File: config.mk
export PLATFORM = sky130hd
export DESIGN_NAME = audio_deser
export DESIGN_NICKNAME = d
export VERILOG_FILES = /design/src/rtl/aud_rx_pkg.sv /design/src/rtl/aud_edge_sync.sv /design/src/rtl/aud_half_capture.sv /design/src/rtl/aud_frame_out.sv /design/src/rtl/audio_deser.sv
export SDC_FILE = /design/constraint.sdc
export NUM_CORES = 1
export LEC_CHECK = 0
export BUFFER_PORTS_ARGS = -buffer_cell sky130_fd_sc_hd__buf_2
export CAP_MARGIN = 20
export CORE_MARGIN = 8
export CORE_UTILIZATION = 35
export DETAILED_ROUTE_END_ITERATION = 8
export PLACE_DENSITY = 0.61
export SLEW_MARGIN = 20
export SYNTH_ARGS = -nofsm -noshare
export SYNTH_HDL_FRONTEND = slang
export SYNTH_HIERARCHICAL = 1
export SYNTH_SLANG_ARGS = --single-unit
export TNS_END_PERCENT = 30
File: constraint.sdc
create_clock -name clk -period 2.19 [get_ports clk]
set_input_delay 0.1095 -clock clk [delete_from_list [all_inputs] [get_ports clk]]
set_output_delay 0.1095 -clock clk [all_outputs]
set_load 0.01 [all_outputs]
File: src/rtl/aud_rx_pkg.sv
package aud_rx_pkg;

  localparam int SAMPLE_W = 24;
  localparam int SLOT_W   = 32;

  typedef struct packed {
    logic                left;
    logic                short_slot;
    logic [SAMPLE_W-1:0] word;
  } half_t;

  // number of payload bits for a right-justified word length code
  function automatic int wlen_bits(input logic [1:0] sel);
    case (sel)
      2'd0:    return 16;
      2'd1:    return 18;
      2'd2:    return 20;
      default: return 24;
    endcase
  endfunction

  // take the low bits of the slot history and sign-extend them
  function automatic logic [SAMPLE_W-1:0] rj_extract(input logic [SLOT_W-1:0] hist,
                                                     input logic [1:0] sel);
    logic [SAMPLE_W-1:0] res;
    logic                sgn;
    int                  n;
    n   = wlen_bits(sel);
    sgn = 1'b0;
    for (int j = 0; j < SAMPLE_W; j++)
      if (j == n - 1) sgn = hist[j];
    for (int i = 0; i < SAMPLE_W; i++)
      res[i] = (i < n) ? hist[i] : sgn;
    return res;
  endfunction

endpackage

File: src/rtl/aud_edge_sync.sv
module aud_edge_sync #(
  parameter int SYNC_STAGES = 2
) (
  input  logic clk,
  input  logic rst_n,
  input  logic bit_clk,
  input  logic frame_clk,
  input  logic ser_data,
  output logic bit_stb,
  output logic ws_bit,
  output logic sd_bit
);

  localparam int TOP = SYNC_STAGES - 1;

  logic [TOP:0] bck_q, ws_q, sd_q;
  logic         bck_last;

  always_ff @(posedge clk) begin
    if (!rst_n) begin
      bck_q    <= '0;
      ws_q     <= '0;
      sd_q     <= '0;
      bck_last <= 1'b0;
    end else begin
      bck_q    <= {bck_q[TOP-1:0], bit_clk};
      ws_q     <= {ws_q[TOP-1:0], frame_clk};
      sd_q     <= {sd_q[TOP-1:0], ser_data};
      bck_last <= bck_q[TOP];
    end
  end

  assign bit_stb = bck_q[TOP] & ~bck_last;
  assign ws_bit  = ws_q[TOP];
  assign sd_bit  = sd_q[TOP];

  AST_STB_SPACED: assert property (@(posedge clk) disable iff (!rst_n)
    bit_stb |=> !bit_stb);

endmodule

File: src/rtl/aud_half_capture.sv
module aud_half_capture
  import aud_rx_pkg::*;
(
  input  logic       clk,
  input  logic       rst_n,
  input  logic       bit_stb,
  input  logic       ws_bit,
  input  logic       sd_bit,
  input  logic       fmt_rj,
  input  logic [1:0] wlen_sel,
  output logic       half_done,
  output half_t      half
);

  localparam int CNT_W              = $clog2(2 * SLOT_W) + 1;
  localparam logic [CNT_W-1:0] CMAX = '1;
  localparam logic [CNT_W-1:0] CSLOT = CNT_W'(SLOT_W);
  localparam logic [CNT_W-1:0] CSAMP = CNT_W'(SAMPLE_W);

  logic                have_prev, ws_prev, started;
  logic [CNT_W-1:0]    cnt;
  logic [SLOT_W-1:0]   hist;
  logic [SAMPLE_W-1:0] lj_acc, lj_next;
  logic                boundary;

  assign boundary  = bit_stb & have_prev & (ws_bit != ws_prev);
  assign half_done = boundary & started;

  // place the incoming bit at its MSB-first position
  always_comb begin
    lj_next = lj_acc;
    if (cnt < CSAMP)
      for (int i = 0; i < SAMPLE_W; i++)
        if (int'(cnt) == SAMPLE_W - 1 - i) lj_next[i] = sd_bit;
  end

  always_ff @(posedge clk) begin
    if (!rst_n) begin
      have_prev <= 1'b0;
      ws_prev   <= 1'b0;
      started   <= 1'b0;
      cnt       <= '0;
      hist      <= '0;
      lj_acc    <= '0;
    end else if (bit_stb) begin
      have_prev <= 1'b1;
      ws_prev   <= ws_bit;
      if (boundary) begin
        started <= 1'b1;
        cnt     <= CNT_W'(1);
        hist    <= {{(SLOT_W-1){1'b0}}, sd_bit};
        lj_acc  <= {sd_bit, {(SAMPLE_W-1){1'b0}}};
      end else begin
        hist    <= {hist[SLOT_W-2:0], sd_bit};
        if (cnt != CMAX) cnt <= cnt + CNT_W'(1);
        lj_acc  <= lj_next;
      end
    end
  end

  assign half.left       = ws_prev;
  assign half.short_slot = fmt_rj & (cnt < CSLOT);
  assign half.word       = fmt_rj ? rj_extract(hist, wlen_sel) : lj_acc;

  AST_CNT_SATURATE: assert property (@(posedge clk) disable iff (!rst_n)
    (bit_stb && !boundary && cnt == CMAX) |=> cnt == CMAX);

  AST_NEW_HALF_MSB: assert property (@(posedge clk) disable iff (!rst_n)
    (boundary && !fmt_rj) |=> lj_acc[SAMPLE_W-1] == $past(sd_bit));

endmodule

File: src/rtl/aud_frame_out.sv
module aud_frame_out
  import aud_rx_pkg::*;
(
  input  logic                clk,
  input  logic                rst_n,
  input  logic                half_done,
  input  half_t               half,
  output logic [SAMPLE_W-1:0] left_sample,
  output logic [SAMPLE_W-1:0] right_sample,
  output logic                sample_valid,
  output logic                frame_err
);

  logic [SAMPLE_W-1:0] pend_word;
  logic                pend_bad, left_seen;
  logic                frame_close, frame_bad;

  assign frame_close = half_done & ~half.left & left_seen;
  assign frame_bad   = pend_bad | half.short_slot;

  always_ff @(posedge clk) begin
    if (!rst_n) begin
      pend_word    <= '0;
      pend_bad     <= 1'b0;
      left_seen    <= 1'b0;
      left_sample  <= '0;
      right_sample <= '0;
      sample_valid <= 1'b0;
      frame_err    <= 1'b0;
    end else begin
      sample_valid <= 1'b0;
      frame_err    <= 1'b0;
      if (half_done && half.left) begin
        pend_word <= half.word;
        pend_bad  <= half.short_slot;
        left_seen <= 1'b1;
      end else if (frame_close) begin
        left_seen <= 1'b0;
        if (frame_bad) begin
          frame_err <= 1'b1;
        end else begin
          left_sample  <= pend_word;
          right_sample <= half.word;
          sample_valid <= 1'b1;
        end
      end
    end
  end

  AST_VALID_PULSE: assert property (@(posedge clk) disable iff (!rst_n)
    sample_valid |=> !sample_valid);

  AST_OUT_HOLD: assert property (@(posedge clk) disable iff (!rst_n)
    !sample_valid |-> ($stable(left_sample) && $stable(right_sample)));

  AST_ERR_EXCL: assert property (@(posedge clk) disable iff (!rst_n)
    !(sample_valid && frame_err));

  AST_ERR_AFTER_CLOSE: assert property (@(posedge clk) disable iff (!rst_n)
    frame_err |-> $past(half_done && !half.left));

endmodule

File: src/rtl/audio_deser.sv
module audio_deser
  import aud_rx_pkg::*;
#(
  parameter int SYNC_STAGES = 2
) (
  input  logic                clk,
  input  logic                rst_n,
  input  logic                bit_clk,
  input  logic                frame_clk,
  input  logic                ser_data,
  input  logic                fmt_rj,
  input  logic [1:0]          wlen_sel,
  output logic [SAMPLE_W-1:0] left_sample,
  output logic [SAMPLE_W-1:0] right_sample,
  output logic                sample_valid,
  output logic                frame_err
);

  logic  bit_stb, ws_bit, sd_bit;
  logic  half_done;
  half_t half;

  aud_edge_sync #(.SYNC_STAGES(SYNC_STAGES)) u_sync (
    .clk       (clk),
    .rst_n     (rst_n),
    .bit_clk   (bit_clk),
    .frame_clk (frame_clk),
    .ser_data  (ser_data),
    .bit_stb   (bit_stb),
    .ws_bit    (ws_bit),
    .sd_bit    (sd_bit)
  );

  aud_half_capture u_cap (
    .clk       (clk),
    .rst_n     (rst_n),
    .bit_stb   (bit_stb),
    .ws_bit    (ws_bit),
    .sd_bit    (sd_bit),
    .fmt_rj    (fmt_rj),
    .wlen_sel  (wlen_sel),
    .half_done (half_done),
    .half      (half)
  );

  aud_frame_out u_out (
    .clk          (clk),
    .rst_n        (rst_n),
    .half_done    (half_done),
    .half         (half),
    .left_sample  (left_sample),
    .right_sample (right_sample),
    .sample_valid (sample_valid),
    .frame_err    (frame_err)
  );

  AST_RJ16_SIGN: assert property (@(posedge clk) disable iff (!rst_n)
    (sample_valid && fmt_rj && wlen_sel == 2'd0) |->
      right_sample[SAMPLE_W-1:16] == {(SAMPLE_W-16){right_sample[15]}});

  AST_ERR_RJ_ONLY: assert property (@(posedge clk) disable iff (!rst_n)
    frame_err |-> fmt_rj);

endmodule

==> qor.csv, run 1 <==
metric,value,unit
outcome,finished clean,
drv_slew,0,
critical_path_class,register to register,
ys_ff_latch,141,
drive_above_1_share,17.8,%
wl,14200,um
regArea,2820,um2
wl_met2,6740,um
power.switching,0.00119,W
max-cap-violations,0,
antenna_found_initial,0,
setup_viol,0,
ys_warn_count,6,
cts_num_sinks,141,
p_leak,2.78,nW
critical_path.endpoint_type,register,
combPwrFrac,3.5,%
clockPowerShare,51.3,%
rows,48,
clockBufferDepth,2,
die_y,147,um
hold_path.class,input port to register,
fin_crit,1.99,ns
wl_per_cell,15.1,um
syn-cell-area,6050,um2
multi_input_area,2870,um2
rsz0062_at_grt,no,
finClkSkew,0.00714,ns
ys_top_cells_by_area,"dfxtp_1, mux2i_1, nand2_1",
worst_slew_pin_slew,0.642,ns
yosysSeqAreaShare,46.7,%
layout.nets,721,
place_hpwl,9040,um
clkTransAtPathRegs,0.06,ns
synth_ff_type,dfxtp_1,
synth_edf_count,0,
crit_required,2.53,ns
core,17100,um2
fmax,504,MHz
io_pins,58,
syn_nets,678,
routed.top_layer,met4,
synthToLayoutAreaGrowth,17.8,%
grt_first_pass_wirelength,23000,um
routed-wl-met3,602,um
seqPwrFrac,45.2,%
synth_top_cell_by_area,dfxtp_1,
grt_use_total,13.1,%
die_x,147,um
vias,4591,
fill_cells,1707,
drtIter0Drc,264,
io_buffers,57,
htree_levels,4,
swShare,20.9,%
cts_buffers,17,
cts-root-buf,clkbuf_16,
whs,0.151,ns
grt_remaining_overflow,0,
cts_tree,yes,
synthArstFlopShare,0,%
grt_pass1_vias,4409,
crit_arrival,2.33,ns
hold_violations,0,
peakVddDrop,576,uV
netlist_instances,659,
clock_latency,0.42,ns
wl_met1,6720,um
synth_cell_type_count,49,
setup-tns-final,0,ns
dieArea,21700,um2
slew_headroom,57.1,%
synth_top_area_share,46.7,%
synth.avg_cell_area,9.17,um2
dr.pass1.iters,5,
period_share,90.7,%
start_util,35.3,%
drc,0,
ant_nets,0,
cp_max_fo,24,
num_antenna_cells,0,
post-cts-setup-buffer-count,0,
grt_max_degree,138,
gp_congestion,0.752,
critPathLaunchType,register,
power-per-cell-area,801,nW/um2
internal_power,0.00451,W
avgViaCountPerCell,4.88,
cell families after synthesis:
logic type | after synthesis | synth area share (%)
AOI/OAI and AO/OA | 93 | 11.1
xor gates and xnor gates | 1 | 0.269
adders and majority gates | 11 | 2.28
buffers and inverters | 62 | 5.82
DFF | 141 | 46.7
muxes | 82 | 13.9
and+or+nand+nor | 269 | 20.0
metrics by stage:
stage	instance area (um2)	power, W	setup slack (ns)	std cells	util (%)
3_5_place_dp	6460	0.00284	0.183	904	37.8
5_1_grt	7120	0.00588	0.0324	940	41.6
6_report	7120	0.00571	0.204	940	41.6
4_1_cts	7090	0.00576	0.161	939	41.4
2_1_floorplan	6050	0.00278	0.273	659	-
3_3_place_gp	6460	0.00284	0.261	904	37.8
per-layer routing:
metal,global-route usage (%),up-vias
met5,0,-
met4,5.41,0
met3,3.49,8
met2,20.4,75
met1,16.7,2200
li1,-,2308
path summary, 6_finish.rpt:
kind                                     start                     to  slack (ns)  depth (start not counted)
worst max-delay path             u_cap/ws_prev  u_out/left_sample[11]        0.20                          6
worst min-delay path                     rst_n          u_cap/hist[0]        0.15                          4
worst max register to register   u_cap/ws_prev  u_out/left_sample[11]        0.20                          6
worst min register to register  u_sync/sd_q[0]         u_sync/sd_q[1]        0.44                          1
synth_stat cells (3+ instances only):
library cell    n
nand2_1       165
dfxtp_1       141
mux2i_1        66
nor2_1         35
nand3_1        28
a21boi_0       27
a22o_1         22
clkbuf_1       20
a21oi_1        17
mux2_2         16
buf_2          14
o21ai_0        12
ha_1           11
and2_1         10
inv_1          10
buf_4           6
buf_6           6
nand3b_1        4
and3_1          3
buf_1           3
buf_8           3
nor2b_1         3
nor3_1          3
registers in the layout, indices dropped and copies added (netlist names):
register	count
u_cap/cnt	7
u_cap/have_prev	1
u_cap/hist	24
u_cap/lj_acc	24
u_cap/started	1
u_cap/ws_prev	1
u_out/frame_err	1
u_out/left_sample	24
u_out/left_seen	1
u_out/pend_bad	1
u_out/pend_word	24
u_out/right_sample	24
u_out/sample_valid	1
u_sync/bck_last	1
u_sync/bck_q	2
u_sync/sd_q	2
u_sync/ws_q	2
power groups by stage:
stage | combinational, W | sequential, W | clock, W
final | 0.000202 | 0.00258 | 0.00293
after global routing | 0.000224 | 0.00258 | 0.00308
after CTS | 0.000203 | 0.00258 | 0.00298
after detailed placement | 0.000199 | 0.00264 | 0
after global placement | 0.000199 | 0.00264 | 0
after floorplan | 0.000143 | 0.00263 | 0
critical path: stages (launching register included):
cell and delay (ns):
dfxtp_1 0.43, xor2_2 0.25, and3_1 0.21, and2_1 0.18, and4b_2 0.35, buf_16 0.23, mux2i_1 0.23
repair_timing:
item                                    CTS  global route
endpoints found under the setup margin    0             1
gates resized for setup                   0             1
endpoints found under the hold margin     3             0
hold buffers                              3             0
layout make-up:
cell class | instances | area share (%)
Timing Repair Buffer | 76 | 7.20
Sequential cell | 141 | 39.6
Clock buffer | 25 | 6.82
Inverter | 10 | 0.527
Multi-Input combinational cell | 456 | 40.3
Clock inverter | 7 | 1.55
Tap cell | 225 | 3.95
placed cells by master (no fill, tap or decap), types with 4 or more instances in the layout:
cell type    n
clkinv_2     4
a22o_1      22
o21ai_0     12
buf_2       56
nand2_1    165
mux2_2      16
a21oi_1     17
mux2i_1     66
nor2_1      35
a21boi_0    27
nand3b_1     4
clkbuf_16   18
clkbuf_1     5
nand3_1     28
inv_1       10
buf_4       12
ha_1        11
dfxtp_1    141
and2_1      10
No activity file was read; power rests on OpenSTA's default activity.
==> run 2, diff against run 1 <==
CORE_MARGIN = unset   (was 8)
==> run 2 against run 1 <==
Net effect: critical path depth unchanged; clock skew up 0.00074 ns; wire length down 7.5%; die area down 18%; final cell count down 0.21%; sequential cell count unchanged; clock-buffer cell count down 7; total power up 5.6%; sequential power about the same; design area up 0.76%; worst setup slack worse by 0.055 ns; critical endpoint is now u_out/right_sample[10].
==> qor.csv, run 2 (synthesis gave the netlist of run 1 again) <==
metric,value,unit,change
clockBufferDepth,2,,unchanged
dp.cells,903,,-0.11%
num_antenna_cells,0,,unchanged
synthToLayoutAreaGrowth,18.7,%,
grt_pass1_vias,4273,,-3.1%
slew_headroom,58.9,%,+1.8 points
cts-root-buf,clkbuf_16,,
rr_startpoint,u_cap/ws_prev,,
core,16700,um2,-2.4%
crit_start,u_cap/ws_prev,,
final_common_cell,nand2_1,,
clock_latency,0.42,ns,about the same
dr.pass1.iters,4,,-1
multi_input_area,2870,um2,unchanged
rows,47,,-2.1%
period_share,93.2,%,+2.5 points
wl_per_cell,14.0,um,-7.3%
outcome,finished clean,,
start_util,36.2,%,+0.88 points
grt_first_pass_wirelength,21900,um,-4.7%
finClkSkew,0.00788,ns,+0.000736 ns
drc,0,,unchanged
critPathLaunchType,register,,
crit_required,2.54,ns,about the same
grt_remaining_overflow,0,,unchanged
antenna_found_initial,0,,unchanged
place_hpwl,8860,um,-2.0%
worst_slew_pin_slew,0.614,ns,-0.0274 ns
gp_congestion,0.780,,+3.7%
cts_buffers,17,,unchanged
drv_slew,0,,unchanged
p_leak,2.80,nW,+1.0%
cts_num_sinks,141,,unchanged
ant_nets,0,,unchanged
crit_arrival,2.39,ns,+0.06 ns
max-cap-violations,0,,unchanged
htree_levels,4,,unchanged
hold_path.class,input port to register,,
post-cts-setup-buffer-count,0,,unchanged
io_pins,58,,unchanged
layout.nets,724,,+0.42%
ctsHoldBuffers,3,,unchanged
instances_no_fill,938,,-0.21%
vias,4557,,-0.74%
grt_max_degree,126,,-8.7%
io_buffers,57,,unchanged
cts_resized,0,,unchanged
setup_viol,0,,unchanged
grt_use_total,15.6,%,+2.5 points
die_y,133,um,-9.5%
drive_above_1_share,18.7,%,+0.90 points
drtIter0Drc,284,,+7.6%
peakVddDrop,438,uV,-24%
rsz0062_at_grt,no,,
wl,13200,um,-7.5%
power-per-cell-area,840,nW/um2,+4.8%
fill_cells,1636,,-4.2%
die_x,133,um,-9.5%
cp_max_fo,33,,+38%
dieArea,17800,um2,-18%
fin_crit,2.04,ns,+0.0548 ns
reg2reg_slack,0.15,ns,-0.05 ns
hold_violations,0,,unchanged
critical_path_class,register to register,,
avgViaCountPerCell,4.86,,-0.53%
hp-start,rst_n,,
critical_path.endpoint_type,register,,
fmax,490,MHz,-2.7%
regArea,2820,um2,unchanged
cts_tree,yes,,
setup-tns-final,0,ns,unchanged
clkTransAtPathRegs,0.06,ns,about the same
final_cell_mix,"nand2_1, dfxtp_1, mux2i_1, buf_2, nor2_1",,
==> run 2: stage by stage <==
stage	util [%]	area (um2)	total power [W]	setup slack [ns]	hold WS (ns)
3_5_place_dp	38.8	6480	0.00283	0.190	0.327
6_report	43.0	7180	0.00603	0.149	0.0401
4_1_cts	43.0	7180	0.00611	0.169	0.0264
5_1_grt	43.0	7180	0.00623	0.0149	0.0495
2_1_floorplan	-	6050	0.00278	0.273	0.231
3_3_place_gp	38.8	6480	0.00283	0.259	0.324
==> run 2: worst paths after layout <==
check             depth (start not counted)                     end
setup / recovery                          6  u_out/right_sample[10]
hold / removal                            2            u_cap/cnt[0]
setup reg to reg                          6  u_out/right_sample[10]
hold reg to reg                           1          u_sync/sd_q[1]
==> run 2: area by class of cell <==
class,count,share of cell area (%)
clock buffers,18,5.98
multi-input cells,456,40.0
repair buffers,79,6.94
flip-flops and latches,141,39.3
well taps,220,3.84
clock inverters,14,3.36
inverters,10,0.523
==> run 2: worst max-delay path, stage by stage, from the launching register on <==
cell and delay, ns:
dfxtp_1 0.47, xor2_2 0.25, and3_1 0.22, and2_1 0.20
and4b_2 0.31, buf_12 0.26, mux2i_1 0.23
==> run 2: power breakdown <==
group | switching, W | internal [W] | leakage (nW) | total, W
combinational | 0.000133 | 0.0000639 | 1.34 | 0.000197
clock | 0.00111 | 0.00214 | 0.324 | 0.00325
sequential | 0.00000615 | 0.00257 | 1.14 | 0.00258
total | 0.00125 | 0.00478 | 2.80 | 0.00603
==> run 2: routing by layer <==
metal	part of all wire, %	GRT usage, %	up-vias	wire length, um
met3	3.5	3.50	17	463
met4	1.4	6.50	0	189
li1	-	-	2323	-
met5	0	0	-	0
met2	45	23.5	84	5860
met1	51	21.4	2133	6650
==> run 3, diff against run 2 <==
RECOVER_POWER = 50   (was unset)
clock period = 2 ns   (was 2.19 ns; I/O delays follow)
==> run 3 against run 2 <==
Net effect: utilization shrank 0.52 points; die area is the same; register-to-register slack is essentially flat.
==> qor.csv, run 3 (synthesis gave the netlist of run 1 again) <==
metric,value,unit,change
cts_num_sinks,141,,unchanged
cts_resized,0,,unchanged
hold_path.class,input port to register,,
wl_per_cell,14.0,um,about the same
power-per-cell-area,865,nW/um2,+3.0%
grt_first_pass_wirelength,21800,um,-0.25%
start_util,36.2,%,unchanged
antenna_found_initial,0,,unchanged
dieArea,17800,um2,unchanged
cts_buffers,17,,unchanged
internal_power,0.00479,W,+0.25%
avgViaCountPerCell,4.88,,+0.36%
whs,0.132,ns,+0.0915 ns
layout.nets,730,,+0.83%
swShare,21.9,%,+1.1 points
slew_headroom,61.4,%,+2.5 points
drv_slew,0,,unchanged
power.switching,0.00134,W,+7.3%
grt_remaining_overflow,0,,unchanged
io_pins,58,,unchanged
fill_cells,1700,,+3.9%
p_leak,2.57,nW,-8.2%
die_x,133,um,unchanged
seqPwrFrac,46.1,%,+3.3 points
cp_max_fo,16,,-52%
ant_nets,0,,unchanged
cts_tree,yes,,
combPwrFrac,3.6,%,+0.3 points
reg2regPathDepth,6,,unchanged
grt_max_degree,58,,-54%
clkTransAtPathRegs,0.06,ns,about the same
io_buffers,57,,unchanged
grt_use_total,15.5,%,-0.14 points
critical_path.endpoint_type,register,,
clockPowerShare,50.3,%,-3.6 points
crit_arrival,2.20,ns,-0.19 ns
drive_above_1_share,11.9,%,-6.8 points
period_share,92.7,%,-0.50 points
r2r_end,u_out/left_sample[16],,
hold_depth,4,,+2
gp_congestion,0.780,,about the same
vias,4598,,+0.90%
critical_path_class,register to register,,
clock_latency,0.42,ns,about the same
grt_pass1_vias,4327,,+1.3%
crit_required,2.34,ns,-0.20 ns
drc,0,,unchanged
peakVddDrop,590,uV,+35%
hold_end,u_cap/have_prev,,
hp-start,rst_n,,
fin_crit,1.85,ns,-0.187 ns
max-cap-violations,0,,unchanged
rr_startpoint,u_sync/ws_q[1],,
htree_levels,4,,unchanged
clockBufferDepth,2,,unchanged
fmax,539,MHz,+10%
regArea,2820,um2,unchanged
wl,13200,um,+0.46%
hold_violations,0,,unchanged
num_antenna_cells,0,,unchanged
drtIter0Drc,297,,+4.6%
multi_input_area,2870,um2,-0.13%
rsz0062_at_grt,no,,
finClkSkew,0.00706,ns,-0.000822 ns
cts-root-buf,clkbuf_16,,
final_cell_mix,"nand2_1, dfxtp_1, mux2i_1, clkbuf_1, nor2_1",,
final_common_cell,nand2_1,,
reg2reg_slack,0.15,ns,about the same
setup_viol,0,,unchanged
core,16700,um2,unchanged
place_hpwl,8680,um,-2.0%
setup-tns-final,0,ns,unchanged
outcome,finished clean,,
worst_slew_pin_slew,0.577,ns,-0.0376 ns
critPathLaunchType,register,,
die_y,133,um,unchanged
rows,47,,unchanged
synthToLayoutAreaGrowth,17.3,%,
dr.pass1.iters,4,,unchanged
-- run 3: cell types whose count changed in the layout (fill, tap and decap cells not counted), sizes merged --
cell / before / now
bufinv: 6 / 2
buf: 76 / 31
clkbuf: 18 / 73
clkinv: 6 / 4
clkinvlp: 1 / 2
-- run 3: area by class of cell --
type	count	area share, %
Timing Repair Buffer	85	7.20
Clock buffer	22	6.55
Sequential cell	141	39.8
Tap cell	220	3.88
Inverter	10	0.529
Multi-Input combinational cell	456	40.5
Clock inverter	9	1.57
-- run 3: timing repair --
action / in CTS / in global routing
endpoints found under the setup margin: 0 / 2
setup buffers: 0 / 0
hold endpoints to repair: 3 / 0
hold buffers: 3 / 0
-- run 3: worst max path at each step --
| stage | from | end | depth (start not counted) |
|---|---|---|---|
| floorplan | u_sync/bck_q[1] | u_out/left_sample[0] | 10 |
| global placement | wlen_sel[1] | u_out/pend_word[18] | 9 |
| detailed placement | wlen_sel[1] | u_out/pend_word[18] | 9 |
| CTS | u_sync/ws_q[1] | u_out/left_sample[22] | 6 |
| global route | u_cap/ws_prev | u_out/left_sample[22] | 6 |
| finish | u_sync/ws_q[1] | u_out/left_sample[16] | 6 |
-- run 3: power groups by stage --
stage | sequential [W] | clock, W | combinational, W
detailed placement | 0.00289 | 0 | 0.000217
global placement | 0.00289 | 0 | 0.000217
global route | 0.00282 | 0.00325 | 0.000245
CTS | 0.00282 | 0.00315 | 0.000223
floorplan | 0.00288 | 0 | 0.000157
finish | 0.00283 | 0.00308 | 0.000221
-- run 3: critical path: stages (launching register included) --
cell,delay [ns]
dfxtp_1,0.37
xor2_2,0.15
and3_1,0.19
and2_1,0.26
and4b_2,0.38
clkbuf_16,0.24
mux2i_1,0.19
-- run 3: per-layer routing --
metal  wire [um]  global-route usage, %  vias up
met4         209                   6.44        0
met5           0                      0        -
met2        5840                   24.1       75
met3         470                   3.27       15
met1        6700                   20.7     2174
li1            -                      -     2334
-- run 3: through the flow --
stage / cell area [um2] / power (W) / std cells / setup WS [ns] / utilization (%)
after global routing: 7090 / 0.00632 / 943 / 0.00476 / 42.5
after floorplan: 6050 / 0.00304 / 659 / 0.0826 / -
after CTS: 7130 / 0.00619 / 942 / 0.129 / 42.7
after detailed placement: 6530 / 0.00310 / 908 / 0.0964 / 39.1
final: 7090 / 0.00613 / 943 / 0.146 / 42.5
after global placement: 6530 / 0.00310 / 908 / 0.128 / 39.1
